## src/rtl/memui_fifo.sv

```systemverilog
module memui_fifo #(
  parameter int W     = 8,
  parameter int DEPTH = 4
) (
  input  logic         clk,
  input  logic         rst,
  input  logic         push,
  input  logic [W-1:0] din,
  input  logic         pop,
  output logic [W-1:0] dout,
  output logic         empty,
  output logic         full
);
  localparam int AW = (DEPTH > 1) ? $clog2(DEPTH) : 1;

  logic [W-1:0] slot_q [DEPTH];
  logic [AW:0]  wp, rp;

  assign empty = (wp == rp);
  assign full  = (wp[AW] != rp[AW]) && (wp[AW-1:0] == rp[AW-1:0]);
  assign dout  = slot_q[rp[AW-1:0]];

  always_ff @(posedge clk) begin
    if (rst) begin
      wp <= '0;
      rp <= '0;
    end else begin
      if (push) wp <= wp + 1'b1;
      if (pop)  rp <= rp + 1'b1;
    end
  end

  always_ff @(posedge clk) begin
    if (push) slot_q[wp[AW-1:0]] <= din;
  end

  p_no_overflow_r6: assert property (@(posedge clk) disable iff (rst) push |-> !full)
    else $error("fifo pushed while full");
  p_no_underflow_r7: assert property (@(posedge clk) disable iff (rst) pop |-> !empty)
    else $error("fifo popped while empty");

endmodule

```

## config.mk

```make
export PLATFORM = sky130hd
export DESIGN_NAME = memui_fifo
export DESIGN_NICKNAME = d
export VERILOG_FILES = /design/src/rtl/memui_fifo.sv
export SDC_FILE = /design/constraint.sdc
export NUM_CORES = 1
export LEC_CHECK = 0
export ABC_AREA = 0
export CELL_PAD_IN_SITES_DETAIL_PLACEMENT = 0
export CELL_PAD_IN_SITES_GLOBAL_PLACEMENT = 1
export CORE_MARGIN = 2
export CORE_UTILIZATION = 45
export DETAILED_ROUTE_END_ITERATION = 8
export GPL_ROUTABILITY_DRIVEN = 0
export MAX_ROUTING_LAYER = met4
export PLACE_DENSITY = 0.89
export SYNTH_ARGS = -nofsm -noshare
export SYNTH_HDL_FRONTEND = slang
export SYNTH_SLANG_ARGS = --single-unit
```

## constraint.sdc

```tcl
create_clock -name clk -period 1.7 [get_ports clk]
set_input_delay 0.425 -clock clk [delete_from_list [all_inputs] [get_ports clk]]
set_output_delay 0.425 -clock clk [all_outputs]
set_load 0.05 [all_outputs]
```

==> impl_metrics.tcl, run 1 <==
set metrics [dict create \
    yosys-top-cells-area "edfxtp_1, mux4_2, dfxtp_1, ha_1, xnor2_1" \
    worstSetupEndpointType "output port" \
    synthCells 82 \
    max-cap-violations 0 \
    worst_slew_pin_slew_ns 0.373 \
    grt_max_degree 13 \
    viasPerCell 4.90 \
    clkLatencyLatePin_ns 0.34 \
    drive_gt1_frac 0.425 \
    first_pass_iters 4 \
    clock-skew-final_ns 0.00444 \
    grt_util_all_layers 0.155 \
    wl_per_cell_um 15.8 \
    ir_drop_uv 533 \
    vias 814 \
    cts_tree "yes" \
    regArea_sq_mm 0.00114 \
    setup_tns_ns -1.85 \
    synthArstFlopShare 0 \
    min_path_cells 2 \
    status "complete, but fails checks" \
    yosys.area.top_type "edfxtp_1" \
    synth_fp_nets 99 \
    drv_slew 0 \
    synth_ff_type "edfxtp_1" \
    critPathMaxStageDelay_ns 0.51 \
    ys_seq_area_frac 0.720 \
    crit_type "register to output port" \
    multi_input_area_sq_um 487 \
    synth.distinct_cells 18 \
    cp_num_buf_inv 2 \
    ys_warn_count 0 \
    first_global_vias 877 \
    clockRootBuffer "clkbuf_4" \
    die_area_sq_mm 0.00395 \
    cp.required_ns 1.27 \
    synth_edf_count 32 \
    crit_top_cell "buf_6" \
    cts_inserted_buffers 5 \
    crit_cells 3 \
    critPathTopFamily "multiplexers" \
    syn-cell-area_sq_mm 0.00156 \
    reg2reg_setup_slack_ns 0.35 \
    rows 21 \
    cts_hold_buf 0 \
    cts_sinks 40 \
    rsz0062_at_grt "true" \
    p_leak_uw 0.000757 \
    final_nets 136 \
    stdcell_count 166 \
    finalCritPeriodShare 1.14 \
    dp.cells 155 \
    htree_levels 2 \
    synthSimpleGateAreaFrac 0.0458 \
    finalCriticalPeriod_ns 1.94 \
    die_y_um 62.8 \
    crit_slowest_cell "mux4_2" \
    min_to "wp[2]$_SDFFE_PP0P_" \
    synth_fa_ha_area_frac 0.0402 \
    rr_startpoint "wp[0]$_SDFFE_PP0P_" \
    ctsLongestPathBuffers 2 \
    synth-seq-cells 40 \
    first_iter_violations 44 \
    synth_top_area_share 0.617 \
    postRouteAntennaNets 0 \
    reg2reg_depth 5 \
    synth_compound_area_frac 0.0193 \
    antenna_found_initial 0 \
    io-pin-count 22 \
    power_density_mw_per_mm2 1070 \
    yosysMostFrequentCell "edfxtp_1" \
    slew_headroom 0.751 \
    worst_setup_path_start_kind "register" \
    grt_pass1_wl_um 4220 \
    setup_violations 9 \
    num_antenna_cells 0 \
    crit_path_cell_trace "buf_6 -> mux4_2 -> buf_6" \
    rr_endpoint "slot_q[2][6]$_DFFE_PP_" \
    final_util 0.638 \
    path_clk_slew_ns 0.11 \
    timing.final.ws_setup_ns -0.240 \
    drc 0 \
    min-delay-start "wp[2]$_SDFFE_PP0P_" \
    synth_top_cells_by_count "edfxtp_1, dfxtp_1, mux4_2, ha_1, nor2_1" \
    core_area_sq_mm 0.00334 \
    synthToLayoutAreaGrowth_pct 36.6 \
    path_max_fanout 4 \
    muxShareOfSynthArea 0.129 \
    start_util 0.467 \
    synth_top_family_by_area "multiplexers" \
    io_buffer_count 21 \
    die_x_um 62.8 \
    failed_checks "setup timing" \
    fmax_mhz 515 \
    pre_cts_slack_ns 0.0848 \
    syn_avg_cell_area_sq_um 19.0 \
    hpwl_um 1840 \
    overflow 0 \
    n_fill_cell 255 \
    hold_path.class "register to register" \
    wl_um 2620 \
    synth_xor_area_frac 0.0281 \
    arrival_ns 1.51 \
    hold_violations 0 \
]
state kept, by name, summed over array words and instances, names as in the netlist, named ones only:
register and flops:
slot_q 32, rp 3, wp 3
layout make-up:
cell class / count / share of cell area
clock buffers: 6 / 0.0241
clock inverters: 2 / 0.0159
inverters: 2 / 0.00353
multi-input cells: 37 / 0.229
flip-flops and latches: 40 / 0.534
well taps: 46 / 0.0270
repair buffers: 33 / 0.166
cell families (layout without fill, tap and decap cells):
| group | count (synthesis) | after routing |
|---|---|---|
| and+or+nand+nor | 13 | 13 |
| muxes | 10 | 10 |
| buffers and inverters | 5 | 43 |
| DFF | 40 | 40 |
| adders and majority gates | 5 | 5 |
| AOI/OAI and AO/OA | 4 | 4 |
| xor gates and xnor gates | 5 | 5 |
tightest hold or removal path, stage by stage (launching register included):
cell	delay, ns
dfxtp_2	0.40
nand3b_1	0.12
a21oi_1	0.06
where the power goes:
| group | internal (uW) | total [uW] | leakage (uW) | switching, uW |
|---|---|---|---|---|
| Clock | 345 | 633 | 0.0000459 | 288 |
| Sequential | 1110 | 1140 | 0.000363 | 34.0 |
| Combinational | 232 | 490 | 0.000348 | 258 |
| Total | 1690 | 2270 | 0.000757 | 580 |
worst max-delay path by stage:
stage / from / to / slack, ns
floorplan: wp[0]$_SDFFE_PP0P_ / empty / 0.07
global placement: register / dout[1] / 0.10
detailed placement: register / dout[6] / 0.08
CTS: register / dout[6] / -0.27
global route: register / dout[6] / -0.31
finish: register / dout[6] / -0.24
what timing repair did:
item / 4_1_cts / 5_1_grt
setup buffers: 2 / 1
pin swaps: 4 / 2
setup endpoints to repair: 10 / 10
resized for setup: 25 / 4
stage by stage:
stage	instance area [sq um]	total power, uW	hold slack [ns]
after floorplan	1570	1420	0.494
after global placement	1890	1570	0.559
after detailed placement	1890	1590	0.572
after CTS	2090	2280	0.571
after global routing	2130	2360	0.641
final	2130	2270	0.602
routing by layer:
layer  global-route usage  vias to the layer above  share of wire
met3               0.0505                        5          0.044
met5                    -                        -              0
met1                0.172                      405           0.42
li1                     -                      382              -
met4               0.0750                        0          0.014
met2                0.254                       22           0.53
cells in the final DEF, fill, tap and decap left out, types with 3 or more instances in the layout:
cell type	count
clkdlybuf4s50_1	11
dfxtp_2	4
and2_1	4
nor2_1	5
edfxtp_1	32
dfxtp_4	3
ha_1	5
buf_12	3
mux4_2	8
buf_4	9
buf_6	9
clkbuf_4	5
No activity file was read; power rests on OpenSTA's default activity.
==> run 2, diff against run 1 <==
Settings changed: CELL_PAD_IN_SITES_DETAIL_PLACEMENT 0 to 1.
==> run 2 against run 1 <==
Net effect:
- the run still ends with setup timing left
- power down 8.6%
- fmax up 0.32%
- die area is the same
- clock power is 29% lower
- global-route usage rose by 1.6 points
- cell count shrank 0.60%
- sequential power about the same
- critical path depth unchanged
- worst hold slack better by 0.014 ns
==> impl_metrics.tcl, run 2 (synthesis gave the netlist of run 1 again) <==
set metrics [dict create \
    status "complete, but fails checks" \
    failed_checks "setup timing" \
    hold_path.class "register to register" \
    clkLatencyLatePin_ns 0.34 \
    cts_tree "yes" \
    grt_util_all_layers 0.171 \
    p_leak_uw 0.000731 \
    rr_startpoint "wp[0]$_SDFFE_PP0P_" \
    hold_violations 0 \
    worst_slew_pin_slew_ns 0.373 \
    grt_pass1_wl_um 4770 \
    crit_path_cell_trace "buf_4 -> mux4_2 -> buf_6" \
    stdcell_count 165 \
    setup_tns_ns -1.79 \
    critPathMaxStageDelay_ns 0.51 \
    viasPerCell 5.05 \
    start_util 0.467 \
    first_pass_iters 4 \
    reg2reg_setup_slack_ns 0.35 \
    worstSetupEndpointType "output port" \
    hpwl_um 2040 \
    grt_max_degree 13 \
    htree_levels 2 \
    die_x_um 62.8 \
    num_antenna_cells 0 \
    io_buffer_count 21 \
    synthToLayoutAreaGrowth_pct 32.7 \
    core_area_sq_mm 0.00334 \
    whs_ns 0.616 \
    fmax_mhz 517 \
    drc 0 \
    power_density_mw_per_mm2 1000 \
    clockRootBuffer "clkbuf_4" \
    drv_slew 0 \
    n_fill_cell 315 \
    cts_sinks 40 \
    final_nets 135 \
    setup_violations 9 \
    largest_reg_flops 32 \
    first_iter_violations 20 \
    p_int_uw 1500 \
    drive_gt1_frac 0.403 \
    postRouteAntennaNets 0 \
    p_switching_uw 577 \
    worst_setup_path_start_kind "register" \
    wl_um 2830 \
    pwr-share-comb 0.233 \
    io-pin-count 22 \
    slew_headroom 0.751 \
    sequentialPowerShare 0.551 \
    cts_hold_buf 0 \
    final_common_cell "edfxtp_1" \
    overflow 0 \
    vias 834 \
    rows 21 \
    rsz0062_at_grt "true" \
    antenna_found_initial 0 \
    clock-skew-final_ns 0.00930 \
    dp.cells 155 \
    min_to "rp[2]$_SDFFE_PP0P_" \
    path_max_fanout 4 \
    wl_per_cell_um 17.1 \
    die_area_sq_mm 0.00395 \
    rr_endpoint "slot_q[0][3]$_DFFE_PP_" \
    final_cell_mix "edfxtp_1, clkdlybuf4s50_1, buf_4" \
    die_y_um 62.8 \
    finalCriticalPeriod_ns 1.93 \
    min_path_cells 2 \
    min-delay-start "rp[2]$_SDFFE_PP0P_" \
    cts_inserted_buffers 5 \
    ir_drop_uv 508 \
    first_global_vias 931 \
    ctsLongestPathBuffers 2 \
    power.share.switching 0.278 \
    reg2reg_depth 5 \
    max-cap-violations 0 \
    finalCritPeriodShare 1.14 \
    crit_slowest_cell "mux4_2" \
    cp.required_ns 1.27 \
    arrival_ns 1.51 \
    path_clk_slew_ns 0.11 \
    timing.final.ws_setup_ns -0.234 \
    crit_type "register to output port" \
    pwr-share-clk 0.216 \
]
-- run 2: cell types whose count changed in the layout (fill, tap and decap cells not counted) --
cell	change
clkbuf_1	+2
buf_6	-1
bufinv_16	-1
clkbuf_8	-1
clkinv_1	-1
clkinv_2	+1
dfxtp_1	+1
dfxtp_4	-1
xor2_2	+1
xor2_4	-1
-- run 2: area by class of cell --
| cell class | instances | area [sq um] | area share |
|---|---|---|---|
| clock buffer | 7 | 45.0 | 0.0218 |
| clock inverter | 1 | 5.00 | 0.00242 |
| inverter | 2 | 7.51 | 0.00363 |
| multi-input combinational | 37 | 475 | 0.230 |
| sequential | 40 | 1130 | 0.548 |
| tap | 46 | 57.6 | 0.0278 |
| timing repair buffer | 32 | 343 | 0.166 |
-- run 2: what timing repair did --
| item | CTS | global route |
|---|---|---|
| setup endpoints to repair | 10 | 10 |
| gates resized for setup | 25 | 0 |
| pin swaps | 4 | 0 |
| buffers inserted | 2 | 0 |
-- run 2: metal layers --
metal	up-vias	GRT usage	routed length (um)	share of wire
li1	385	-	-	-
met5	-	-	0	0
met3	5	0.0468	114	0.040
met2	23	0.285	1470	0.52
met1	421	0.204	1210	0.43
met4	0	0.0556	40	0.014
-- run 2: per-stage QoR --
step | utilization | total power, uW | instance area (sq um) | setup slack [ns]
final | 0.619 | 2070 | 2070 | -0.234
after global routing | 0.619 | 2160 | 2070 | -0.295
after CTS | 0.619 | 2090 | 2070 | -0.251
after detailed placement | 0.568 | 1590 | 1890 | 0.0806
after global placement | 0.568 | 1570 | 1890 | 0.103
after floorplan | - | 1420 | 1570 | 0.0684
-- run 2: how the worst max path moves through the flow --
stage | slack, ns | start | cells past startpoint | end
3_5_place_dp | 0.08 | register | 3 | dout[3]
4_1_cts | -0.25 | register | 3 | dout[2]
3_3_place_gp | 0.10 | register | 3 | dout[1]
2_1_floorplan | 0.07 | wp[0]$_SDFFE_PP0P_ | 2 | empty
6_report | -0.23 | register | 3 | dout[5]
5_1_grt | -0.29 | register | 3 | dout[5]
-- run 2: power by group through the flow --
stage          clock (uW)  sequential [uW]  combinational (uW)
2_1_floorplan           0             1150                 269
3_3_place_gp            0             1150                 417
3_5_place_dp            0             1160                 431
4_1_cts               461             1140                 489
5_1_grt               503             1150                 512
6_report              447             1140                 484
-- run 2: critical path, delay by kind of cell (launching register included) --
family                 cells  cell delay [ns]
multiplexers               1             0.51
flip-flops                 1             0.36
buffers and inverters      2             0.32
==> run 3, diff against run 2 <==
Settings changed: CTS_BUF_LIST set to sky130_fd_sc_hd__clkbuf_16.
==> run 3 against run 2 <==
Net effect:
- the run still ends with setup timing left
- worst hold slack got worse by 0.052 ns
- die area stayed put
- clock power increased by 95%
- fmax up 3.1%
- combinational power is 0.8% higher
- register-to-register slack got worse by 0.04 ns
- cell area increased by 4.2%
- largest power group unchanged
==> impl_metrics.tcl, run 3 (synthesis gave the netlist of run 1 again) <==
set metrics [dict create \
    die_y_um 62.8 \
    timing.final.ws_setup_ns -0.175 \
    cts_sinks 40 \
    worst_setup_path_start_kind "register" \
    num_antenna_cells 0 \
    viasPerCell 4.97 \
    worst_slew_pin_slew_ns 0.359 \
    power_density_mw_per_mm2 1160 \
    worstSetupEndpointType "output port" \
    drive_gt1_frac 0.395 \
    rr_endpoint "slot_q[0][4]$_DFFE_PP_" \
    p_switching_uw 640 \
    htree_levels 2 \
    final_common_cell "edfxtp_1" \
    wl_um 3050 \
    io_buffer_count 21 \
    hold_path.class "register to register" \
    slew_headroom 0.761 \
    pwr-share-comb 0.194 \
    setup_violations 8 \
    rsz0062_at_grt "true" \
    postRouteAntennaNets 0 \
    status "complete, but fails checks" \
    finalCriticalPeriod_ns 1.87 \
    hpwl_um 2040 \
    final_cell_mix "edfxtp_1, clkdlybuf4s50_1, buf_6" \
    cp.required_ns 1.27 \
    die_area_sq_mm 0.00395 \
    reg2reg_depth 5 \
    wl_per_cell_um 18.5 \
    die_x_um 62.8 \
    antenna_found_initial 0 \
    core_area_sq_mm 0.00334 \
    grt_util_all_layers 0.184 \
    path_max_fanout 4 \
    rr_startpoint "wp[0]$_SDFFE_PP0P_" \
    cts_tree "yes" \
    arrival_ns 1.45 \
    grt_max_degree 13 \
    cts_inserted_buffers 5 \
    p_int_uw 1870 \
    sequentialPowerShare 0.458 \
    crit_type "register to output port" \
    fmax_mhz 533 \
    first_global_vias 952 \
    whs_ns 0.564 \
    drv_slew 0 \
    cts_hold_buf 0 \
    failed_checks "setup timing" \
    hold_violations 0 \
    ctsLongestPathBuffers 2 \
    clkLatencyLatePin_ns 0.28 \
    io-pin-count 22 \
    final_nets 135 \
    reg2reg_setup_slack_ns 0.31 \
    largest_reg_flops 32 \
    max-cap-violations 0 \
    synthToLayoutAreaGrowth_pct 38.2 \
    power.share.switching 0.255 \
    ir_drop_uv 678 \
    clockRootBuffer "clkbuf_16" \
    drc 0 \
    start_util 0.467 \
    stdcell_count 165 \
    rows 21 \
    path_clk_slew_ns 0.06 \
    first_iter_violations 47 \
    pwr-share-clk 0.348 \
    dp.cells 155 \
    finalCritPeriodShare 1.10 \
    first_pass_iters 4 \
    overflow 0 \
    vias 820 \
    n_fill_cell 304 \
    clock-skew-final_ns 0.00580 \
    endpoint "dout[6]" \
    grt_pass1_wl_um 4940 \
    pre_cts_slack_ns 0.0806 \
    p_leak_uw 0.000778 \
]
## run 3: changes by cell type in the layout (fill, tap and decap cells not counted), moves of 2 or more
cell,delta
clkbuf_16,+5
clkbuf_4,-5
buf_6,+2
clkbuf_1,-2
inv_1,+2
## run 3: metal layers
metal / vias to the layer above / wire length [um] / track usage
li1: 384 / - / -
met1: 407 / 1240 / 0.201
met3: 5 / 123 / 0.0523
met5: - / 0 / -
met4: 0 / 59 / 0.0917
met2: 24 / 1630 / 0.309
## run 3: area by class of cell
type                       instances  area [sq um]  share of cell area
multi-input combinational         37           475               0.221
tap                               46          57.6              0.0267
clock buffer                       5           125              0.0581
timing repair buffer              32           343               0.159
inverter                           2          7.51             0.00349
clock inverter                     3          12.5             0.00581
sequential                        40          1130               0.526
## run 3: power groups by stage
stage | clock network, uW | logic [uW] | registers, uW
floorplan | 0 | 269 | 1150
global placement | 0 | 417 | 1150
detailed placement | 0 | 431 | 1160
CTS | 881 | 462 | 1140
global route | 932 | 515 | 1150
finish | 872 | 488 | 1150
## run 3: worst min path at each step
stage	start	end	slack, ns	depth (start not counted)
floorplan	rst	rp[2]$_SDFFE_PP0P_	0.49	1
global placement	rp[2]$_SDFFE_PP0P_	rp[2]$_SDFFE_PP0P_	0.56	2
detailed placement	rp[2]$_SDFFE_PP0P_	rp[2]$_SDFFE_PP0P_	0.58	2
CTS	wp[1]$_SDFFE_PP0P_	wp[1]$_SDFFE_PP0P_	0.58	2
global route	rp[2]$_SDFFE_PP0P_	rp[2]$_SDFFE_PP0P_	0.59	2
finish	rp[2]$_SDFFE_PP0P_	rp[2]$_SDFFE_PP0P_	0.56	2
## run 3: through the flow
stage	utilization	power (uW)	setup TNS, ns	area, sq um
after global placement	0.568	1570	0	1890
after CTS	0.626	2490	-1.26	2090
final	0.645	2510	-1.31	2150
after detailed placement	0.568	1590	0	1890
after floorplan	-	1420	0	1570
after global routing	0.645	2600	-1.65	2150
## run 3: timing repair
action,CTS,global route
endpoints found under the setup margin,10,10
setup buffers,0,2
pin swaps,2,2
resized for setup,15,9
## run 3: worst max-delay path, stage by stage (launching register included)
cell and delay, ns:
dfxtp_2 0.35, buf_6 0.13, mux4_2 0.51, buf_6 0.17
